===== config.mk =====
export PLATFORM = sky130hd
export DESIGN_NAME = supply_fault_supervisor
export DESIGN_NICKNAME = d
export VERILOG_FILES = /design/src/rtl/supv_pkg.sv /design/src/rtl/sfs_therm_latch.sv /design/src/rtl/sfs_tick_timer.sv /design/src/rtl/sfs_stagger.sv /design/src/rtl/supply_fault_supervisor.sv
export SDC_FILE = /design/constraint.sdc
export NUM_CORES = 1
export LEC_CHECK = 0
export BUFFER_PORTS_ARGS = -buffer_cell sky130_fd_sc_hd__buf_2
export CORE_MARGIN = 2
export CORE_UTILIZATION = 66
export CTS_CLUSTER_SIZE = 16
export DETAILED_ROUTE_END_ITERATION = 6
export PLACE_DENSITY = 0.85
export SLEW_MARGIN = 20
export SYNTH_ARGS = -nofsm -noshare
export SYNTH_HDL_FRONTEND = slang
export SYNTH_HIERARCHICAL = 1
export SYNTH_SLANG_ARGS = --single-unit
export TNS_END_PERCENT = 1

===== constraint.sdc =====
create_clock -name clk -period 5.1 [get_ports clk]
set_clock_uncertainty 0.1 [all_clocks]
set_input_delay 0.255 -clock clk [delete_from_list [all_inputs] [get_ports clk]]
set_output_delay 0.255 -clock clk [all_outputs]
set_load 0.02 [all_outputs]

===== src/rtl/supv_pkg.sv =====
package supv_pkg;
  typedef enum logic [2:0] {
    ST_NORM  = 3'd0,
    ST_GRACE = 3'd1,
    ST_OFF   = 3'd2,
    ST_WAIT  = 3'd3,
    ST_RAMP  = 3'd4
  } sup_state_e;

  function automatic int unsigned bits_for(input int unsigned v);
    return (v < 2) ? 1 : $clog2(v + 1);
  endfunction
endpackage


===== src/rtl/sfs_therm_latch.sv =====
module sfs_therm_latch (
  input  logic clk,
  input  logic rst_n,
  input  logic set_i,
  input  logic clr_i,
  output logic hot_o
);
  logic hot_q;

  // set has priority over clear
  assign hot_o = set_i | (hot_q & ~clr_i);

  always_ff @(posedge clk or negedge rst_n) begin
    if (!rst_n) hot_q <= 1'b0;
    else        hot_q <= hot_o;
  end
endmodule


===== src/rtl/sfs_tick_timer.sv =====
module sfs_tick_timer #(
  parameter int W = 8
) (
  input  logic         clk,
  input  logic         rst_n,
  input  logic         load_i,
  input  logic [W-1:0] load_val_i,
  input  logic         tick_i,
  output logic         done_o
);
  logic [W-1:0] cnt_q, cnt_d;

  always_comb begin
    cnt_d = cnt_q;
    if (load_i)                      cnt_d = load_val_i;
    else if (tick_i && cnt_q != '0)  cnt_d = cnt_q - 1'b1;
  end

  always_ff @(posedge clk or negedge rst_n) begin
    if (!rst_n) cnt_q <= '0;
    else        cnt_q <= cnt_d;
  end

  assign done_o = (cnt_q == '0);

  AST_TMR_NO_WRAP: assert property (@(posedge clk) disable iff (!rst_n)
    (!load_i && cnt_q == '0) |=> (cnt_q == '0));
endmodule


===== src/rtl/sfs_stagger.sv =====
module sfs_stagger #(
  parameter int N_CH = 4
) (
  input  logic            clk,
  input  logic            rst_n,
  input  logic            clr_i,
  input  logic            start_i,
  input  logic            step_i,
  output logic [N_CH-1:0] en_o,
  output logic            fill_o
);
  localparam logic [N_CH-1:0] ONE_CH = N_CH'(1);
  logic [N_CH-1:0] en_q, en_d;

  generate
    if (N_CH == 1) begin : g_single
      always_comb begin
        en_d = en_q;
        if (clr_i)        en_d = '0;
        else if (start_i) en_d = ONE_CH;
      end
      assign fill_o = 1'b1;
    end else begin : g_multi
      always_comb begin
        en_d = en_q;
        if (clr_i)        en_d = '0;
        else if (start_i) en_d = ONE_CH;
        else if (step_i)  en_d = {en_q[N_CH-2:0], 1'b1};
      end
      // next step sets the final channel
      assign fill_o = en_q[N_CH-2];
    end
  endgenerate

  always_ff @(posedge clk or negedge rst_n) begin
    if (!rst_n) en_q <= '0;
    else        en_q <= en_d;
  end

  assign en_o = en_q;
endmodule


===== src/rtl/supply_fault_supervisor.sv =====
module supply_fault_supervisor
  import supv_pkg::*;
#(
  parameter int N_CH             = 4,
  parameter int GRACE_TICKS      = 5000,
  parameter int PG_HOLD_TICKS    = 50000,
  parameter int THERM_HOLD_TICKS = 2000000,
  parameter int STEP_TICKS       = 500
) (
  input  logic            clk,
  input  logic            rst_n,
  input  logic            tick_1us,
  input  logic            ot_set,
  input  logic            ot_clr,
  input  logic            uv_flag,
  input  logic            ov_flag,
  output logic            pg_force_low,
  output logic [N_CH-1:0] run_allow,
  output logic [2:0]      sup_state
);
  localparam int TMW_A = bits_for(GRACE_TICKS);
  localparam int TMW_B = bits_for(THERM_HOLD_TICKS);
  localparam int TMW_C = bits_for(STEP_TICKS);
  localparam int TMW   = (TMW_A > TMW_B) ? ((TMW_A > TMW_C) ? TMW_A : TMW_C)
                                         : ((TMW_B > TMW_C) ? TMW_B : TMW_C);
  localparam int HDW   = bits_for(PG_HOLD_TICKS);
  localparam logic [TMW-1:0] GRACE_V = TMW'(GRACE_TICKS);
  localparam logic [TMW-1:0] THERM_V = TMW'(THERM_HOLD_TICKS);
  localparam logic [TMW-1:0] STEP_V  = TMW'(STEP_TICKS);
  localparam logic [HDW-1:0] HOLD_V  = HDW'(PG_HOLD_TICKS);
  localparam logic [N_CH-1:0] ONE_CH = N_CH'(1);

  sup_state_e st_q, st_d;
  logic hot, volt_bad, volt_bad_q, fault_any;
  logic therm_seen_q, therm_seen_d;
  logic tm_load, tm_done, hold_done;
  logic [TMW-1:0] tm_val;
  logic stg_clr, stg_start, stg_step, stg_fill;
  logic [N_CH-1:0] stg_en;

  sfs_therm_latch u_therm (
    .clk(clk), .rst_n(rst_n), .set_i(ot_set), .clr_i(ot_clr), .hot_o(hot)
  );

  assign volt_bad  = uv_flag | ov_flag;
  assign fault_any = hot | volt_bad;

  sfs_tick_timer #(.W(TMW)) u_phase_tmr (
    .clk(clk), .rst_n(rst_n), .load_i(tm_load), .load_val_i(tm_val),
    .tick_i(tick_1us), .done_o(tm_done)
  );

  // minimum power-good low window, armed on each new voltage fault
  sfs_tick_timer #(.W(HDW)) u_hold_tmr (
    .clk(clk), .rst_n(rst_n), .load_i(volt_bad & ~volt_bad_q), .load_val_i(HOLD_V),
    .tick_i(tick_1us), .done_o(hold_done)
  );

  sfs_stagger #(.N_CH(N_CH)) u_stagger (
    .clk(clk), .rst_n(rst_n), .clr_i(stg_clr), .start_i(stg_start),
    .step_i(stg_step), .en_o(stg_en), .fill_o(stg_fill)
  );

  always_comb begin
    st_d      = st_q;
    tm_load   = 1'b0;
    tm_val    = '0;
    stg_clr   = 1'b0;
    stg_start = 1'b0;
    stg_step  = 1'b0;
    case (st_q)
      ST_NORM: if (fault_any) begin
        st_d = ST_GRACE; tm_load = 1'b1; tm_val = GRACE_V;
      end
      ST_GRACE: begin
        if (!fault_any)   st_d = ST_NORM;
        else if (tm_done) begin st_d = ST_OFF; stg_clr = 1'b1; end
      end
      ST_OFF: begin
        stg_clr = 1'b1;
        if (!fault_any) begin
          if (therm_seen_q) begin
            st_d = ST_WAIT; tm_load = 1'b1; tm_val = THERM_V;
          end else begin
            st_d = ST_RAMP; tm_load = 1'b1; tm_val = STEP_V;
            stg_clr = 1'b0; stg_start = 1'b1;
          end
        end
      end
      ST_WAIT: begin
        if (fault_any) st_d = ST_OFF;
        else if (tm_done) begin
          st_d = ST_RAMP; tm_load = 1'b1; tm_val = STEP_V; stg_start = 1'b1;
        end
      end
      ST_RAMP: begin
        if (fault_any) begin st_d = ST_OFF; stg_clr = 1'b1; end
        else if (tm_done) begin
          stg_step = 1'b1;
          if (stg_fill) st_d = ST_NORM;
          else begin tm_load = 1'b1; tm_val = STEP_V; end
        end
      end
      default: st_d = ST_OFF;
    endcase
  end

  always_comb begin
    therm_seen_d = therm_seen_q;
    if (hot)                                   therm_seen_d = 1'b1;
    else if (st_d == ST_NORM || st_d == ST_RAMP) therm_seen_d = 1'b0;
  end

  always_ff @(posedge clk or negedge rst_n) begin
    if (!rst_n) begin
      st_q         <= ST_NORM;
      therm_seen_q <= 1'b0;
      volt_bad_q   <= 1'b0;
    end else begin
      st_q         <= st_d;
      therm_seen_q <= therm_seen_d;
      volt_bad_q   <= volt_bad;
    end
  end

  always_comb begin
    case (st_q)
      ST_NORM, ST_GRACE: run_allow = '1;
      ST_RAMP:           run_allow = stg_en;
      default:           run_allow = '0;
    endcase
  end

  assign pg_force_low = (st_q != ST_NORM) | ~hold_done;
  assign sup_state    = st_q;

  AST_GRACE_BACK: assert property (@(posedge clk) disable iff (!rst_n)
    (st_q == ST_GRACE && !fault_any) |=> (st_q == ST_NORM));
  AST_WAIT_STAGGER_IDLE: assert property (@(posedge clk) disable iff (!rst_n)
    (st_q == ST_WAIT) |-> (stg_en == '0));
  AST_OFF_NO_SKIP: assert property (@(posedge clk) disable iff (!rst_n)
    (st_q == ST_OFF) |=> (st_q == ST_OFF || st_q == ST_WAIT || st_q == ST_RAMP));
  AST_RAMP_THERMO: assert property (@(posedge clk) disable iff (!rst_n)
    (st_q == ST_RAMP) |-> (stg_en[0] && ((stg_en & (stg_en + ONE_CH)) == '0)));
  AST_RAMP_ABORT: assert property (@(posedge clk) disable iff (!rst_n)
    (st_q == ST_RAMP && fault_any) |=> (run_allow == '0));
  AST_THERM_HOLDOFF: assert property (@(posedge clk) disable iff (!rst_n)
    (st_q == ST_OFF && !fault_any && therm_seen_q) |=> (st_q == ST_WAIT));
  AST_WAIT_REFAULT: assert property (@(posedge clk) disable iff (!rst_n)
    (st_q == ST_WAIT && fault_any) |=> (st_q == ST_OFF));
endmodule


==> results.cfg <==
[timing]
tightest_slew_ps = 921.1
holdWs_ps = 86.09
rsz0062_at_grt = false
drv_slew = 0
slew_headroom_pct = 38.03
fin_crit_ps = 3667
max_freq_ghz = 0.2727
setup_tns_ps = 0
setup_viol = 0
min_period_over_period_pct = 71.91
timing.final.ws_setup_ps = 1433
hold_viol = 0

[global_route]
grt_pass1_vias = 2638
grt.met1_usage_pct = 35.17
track_usage_pct = 27.63
top_usage_layer = met2
grt_pass1_wl_um = 11560
grt_max_degree = 48
grtUsageMet3_pct = 3.750
gr-total-overflow = 0
use_met2_pct = 47.40
antenna_found_initial = 0

[floorplanning]
die_w_um = 72.15
start_util_pct = 69.44
die_y_um = 72.15
std_cell_rows = 24
coreArea_mm2 = 0.004414
die-area_mm2 = 0.005206
ios = 15

[critical_path]
cp-end-kind = flip-flop
required_ps = 5160
critPathMaxFanout = 37
crit_chain = or4_4 -> or2_0 -> nor4_1 -> nand2b_1 -> and3_1 -> a21oi_1 -> o22ai_2 -> buf_4 -> or2_2 -> o311ai_0
worstPathArrival_ps = 3730
crit_type = flip-flop to flip-flop
cp_slowest_cell = nor4_1
startpoint_type = flip-flop
slowest_delay_ps = 840
reg2reg_slack_ps = 1430
rr_worst_depth = 10

[cells_and_area]
diodes = 0
drive_above_1_share_pct = 12.33
postLayoutCoreUtil_pct = 74.72
fin_nets = 383
synthToLayoutAreaGrowth_pct = 7.592

[synth]
avgSynthCellArea_um2 = 8.885
synth_top_area_share_pct = 38.37
synthTopCellsByCount = dfrtp_1, nand2_1, nor2_1, a21oi_1, o21ai_0
synthArstFlopShare_pct = 100.0
synth_area_mm2 = 0.003065
yosysUniqueCellTypes = 68
ys_seq_area_share_pct = 38.37
synth-edff-count = 0
netlist.top_cell.by_area = dfrtp_1
synth-seq-cells = 47
netlist_top_cells_area = dfrtp_1, nand2_1, a21oi_1
synth_ff_type = dfrtp_1
synth.most_common_cell = dfrtp_1
synth_warnings = 6
postSynthCellCount = 345

[route]
vias = 2619
viasPerCell = 6.162
first_pass_iters = 5
wl_um = 6356
ant_nets = 0
wire_per_inst_um = 14.96
route.detailed.drc = 0
drt-initial-drc-count = 161

[job]
max_cap_viol_count = 0

[clocking]
cts_root_buf = clkbuf_8
ctsHoldBuffers = 0
post_cts.repair.setup_buffers = 0
cts_made_buffers = 5
path_clk_slew_ps = 80
insertion_delay_ps = 300
htreeDepth = 2
post_cts_resized = 0
cts_tree = done
cts_max_path_buffers = 2
clock_sinks = 47

[placed_design]
post-dp-hpwl_um = 4430
place_ws_ps = 1448
finalWeightedCongestion = 0.9586
io_buffers = 14

[power]
peakVddDrop_uv = 358.8
power_leakage_nw = 1.333
p_per_area_mw_per_mm2 = 452.2

[worst_hold_path]
worstHoldPathType = input pin to flip-flop
hold_path_depth = 2

[outcome]
outcome = finished clean
placed cells by master, fill, tap and decap left out, types with 3 or more instances in the layout:
master	count
o41ai_1	3
a31oi_1	9
nand2_1	37
nand4_1	8
nor4_1	6
nand4b_1	6
o21ai_0	19
o21ai_1	7
dfrtp_1	47
ha_1	3
buf_2	13
a21oi_1	19
nor2b_1	6
buf_4	3
nand2b_1	8
and2_1	5
xnor2_1	6
xor2_1	9
mux2i_1	5
nor4_2	3
inv_1	11
nand3_1	10
or4_1	7
nor2_1	24
conb_1	22
clkbuf_8	6
nor3_1	16
or3_1	5
o211ai_1	5
where the power goes:
| part | switching (W) | internal (W) |
|---|---|---|
| sequential | 0.000158 | 0.000480 |
| clock | 0.000119 | 0.000106 |
| combinational | 0.000374 | 0.000254 |
per-layer routing:
metal	share of wire [%]	routed length, um
met1	44	2766
met2	51	3230
met3	3.9	246
met4	1.8	112
met5	0	0
flip-flops by register name, summed over array words and instances, names as in the netlist:
name,flops
volt_bad_q,1
u_stagger/en_o,4
sup_state,3
therm_seen_q,1
u_therm/hot_q,1
u_hold_tmr/cnt_q,16
u_phase_tmr/cnt_q,21
worst paths after layout:
check                                startpoint              endpoint
setup / recovery           u_phase_tmr/cnt_q[9]  u_phase_tmr/cnt_q[5]
hold / removal                          ov_flag            volt_bad_q
setup reg to reg           u_phase_tmr/cnt_q[9]  u_phase_tmr/cnt_q[5]
hold reg to reg                   u_therm/hot_q         u_therm/hot_q
max in group asynchronous                 rst_n   u_hold_tmr/cnt_q[8]
min in group asynchronous                 rst_n  u_hold_tmr/cnt_q[13]
cells by family after synthesis:
| group | Yosys count | synth area share (%) |
|---|---|---|
| AO/OA/AOI/OAI | 81 | 17.76 |
| adder cells (fa/ha/maj) | 3 | 1.225 |
| other | 2 | 0.2450 |
| buffers and inverters | 28 | 4.694 |
| flip-flops | 47 | 38.37 |
| XOR/XNOR | 15 | 4.286 |
| multiplexers | 7 | 2.367 |
| AND/OR/NAND/NOR | 162 | 31.06 |
final cells by class:
class | instances | area, um^2
flip-flops and latches | 47 | 1176
repair buffers | 17 | 97.59
well taps | 52 | 65.06
multi-input cells | 290 | 1827
inverters | 12 | 45.04
clock inverters | 1 | 5.005
clock buffers | 6 | 82.58
fillers | 340 | 1116
through the flow:
| step | power, W | instances | area [um^2] |
|---|---|---|---|
| 2_1_floorplan | 0.001117 | 365 | 3141 |
| 6_report | 0.001491 | 425 | 3298 |
| 3_5_place_dp | 0.001259 | 417 | 3198 |
| 3_3_place_gp | 0.001233 | 417 | 3198 |
| 4_1_cts | 0.001489 | 424 | 3286 |
| 5_1_grt | 0.001606 | 425 | 3298 |
critical path, delay by kind of cell (launching register included):
kind            cells  cell delay [ps]
compound gates      3              290
buf+inv             1              340
flops               1              410
simple gates        6             2400
No activity file was read; power rests on OpenSTA's default activity.
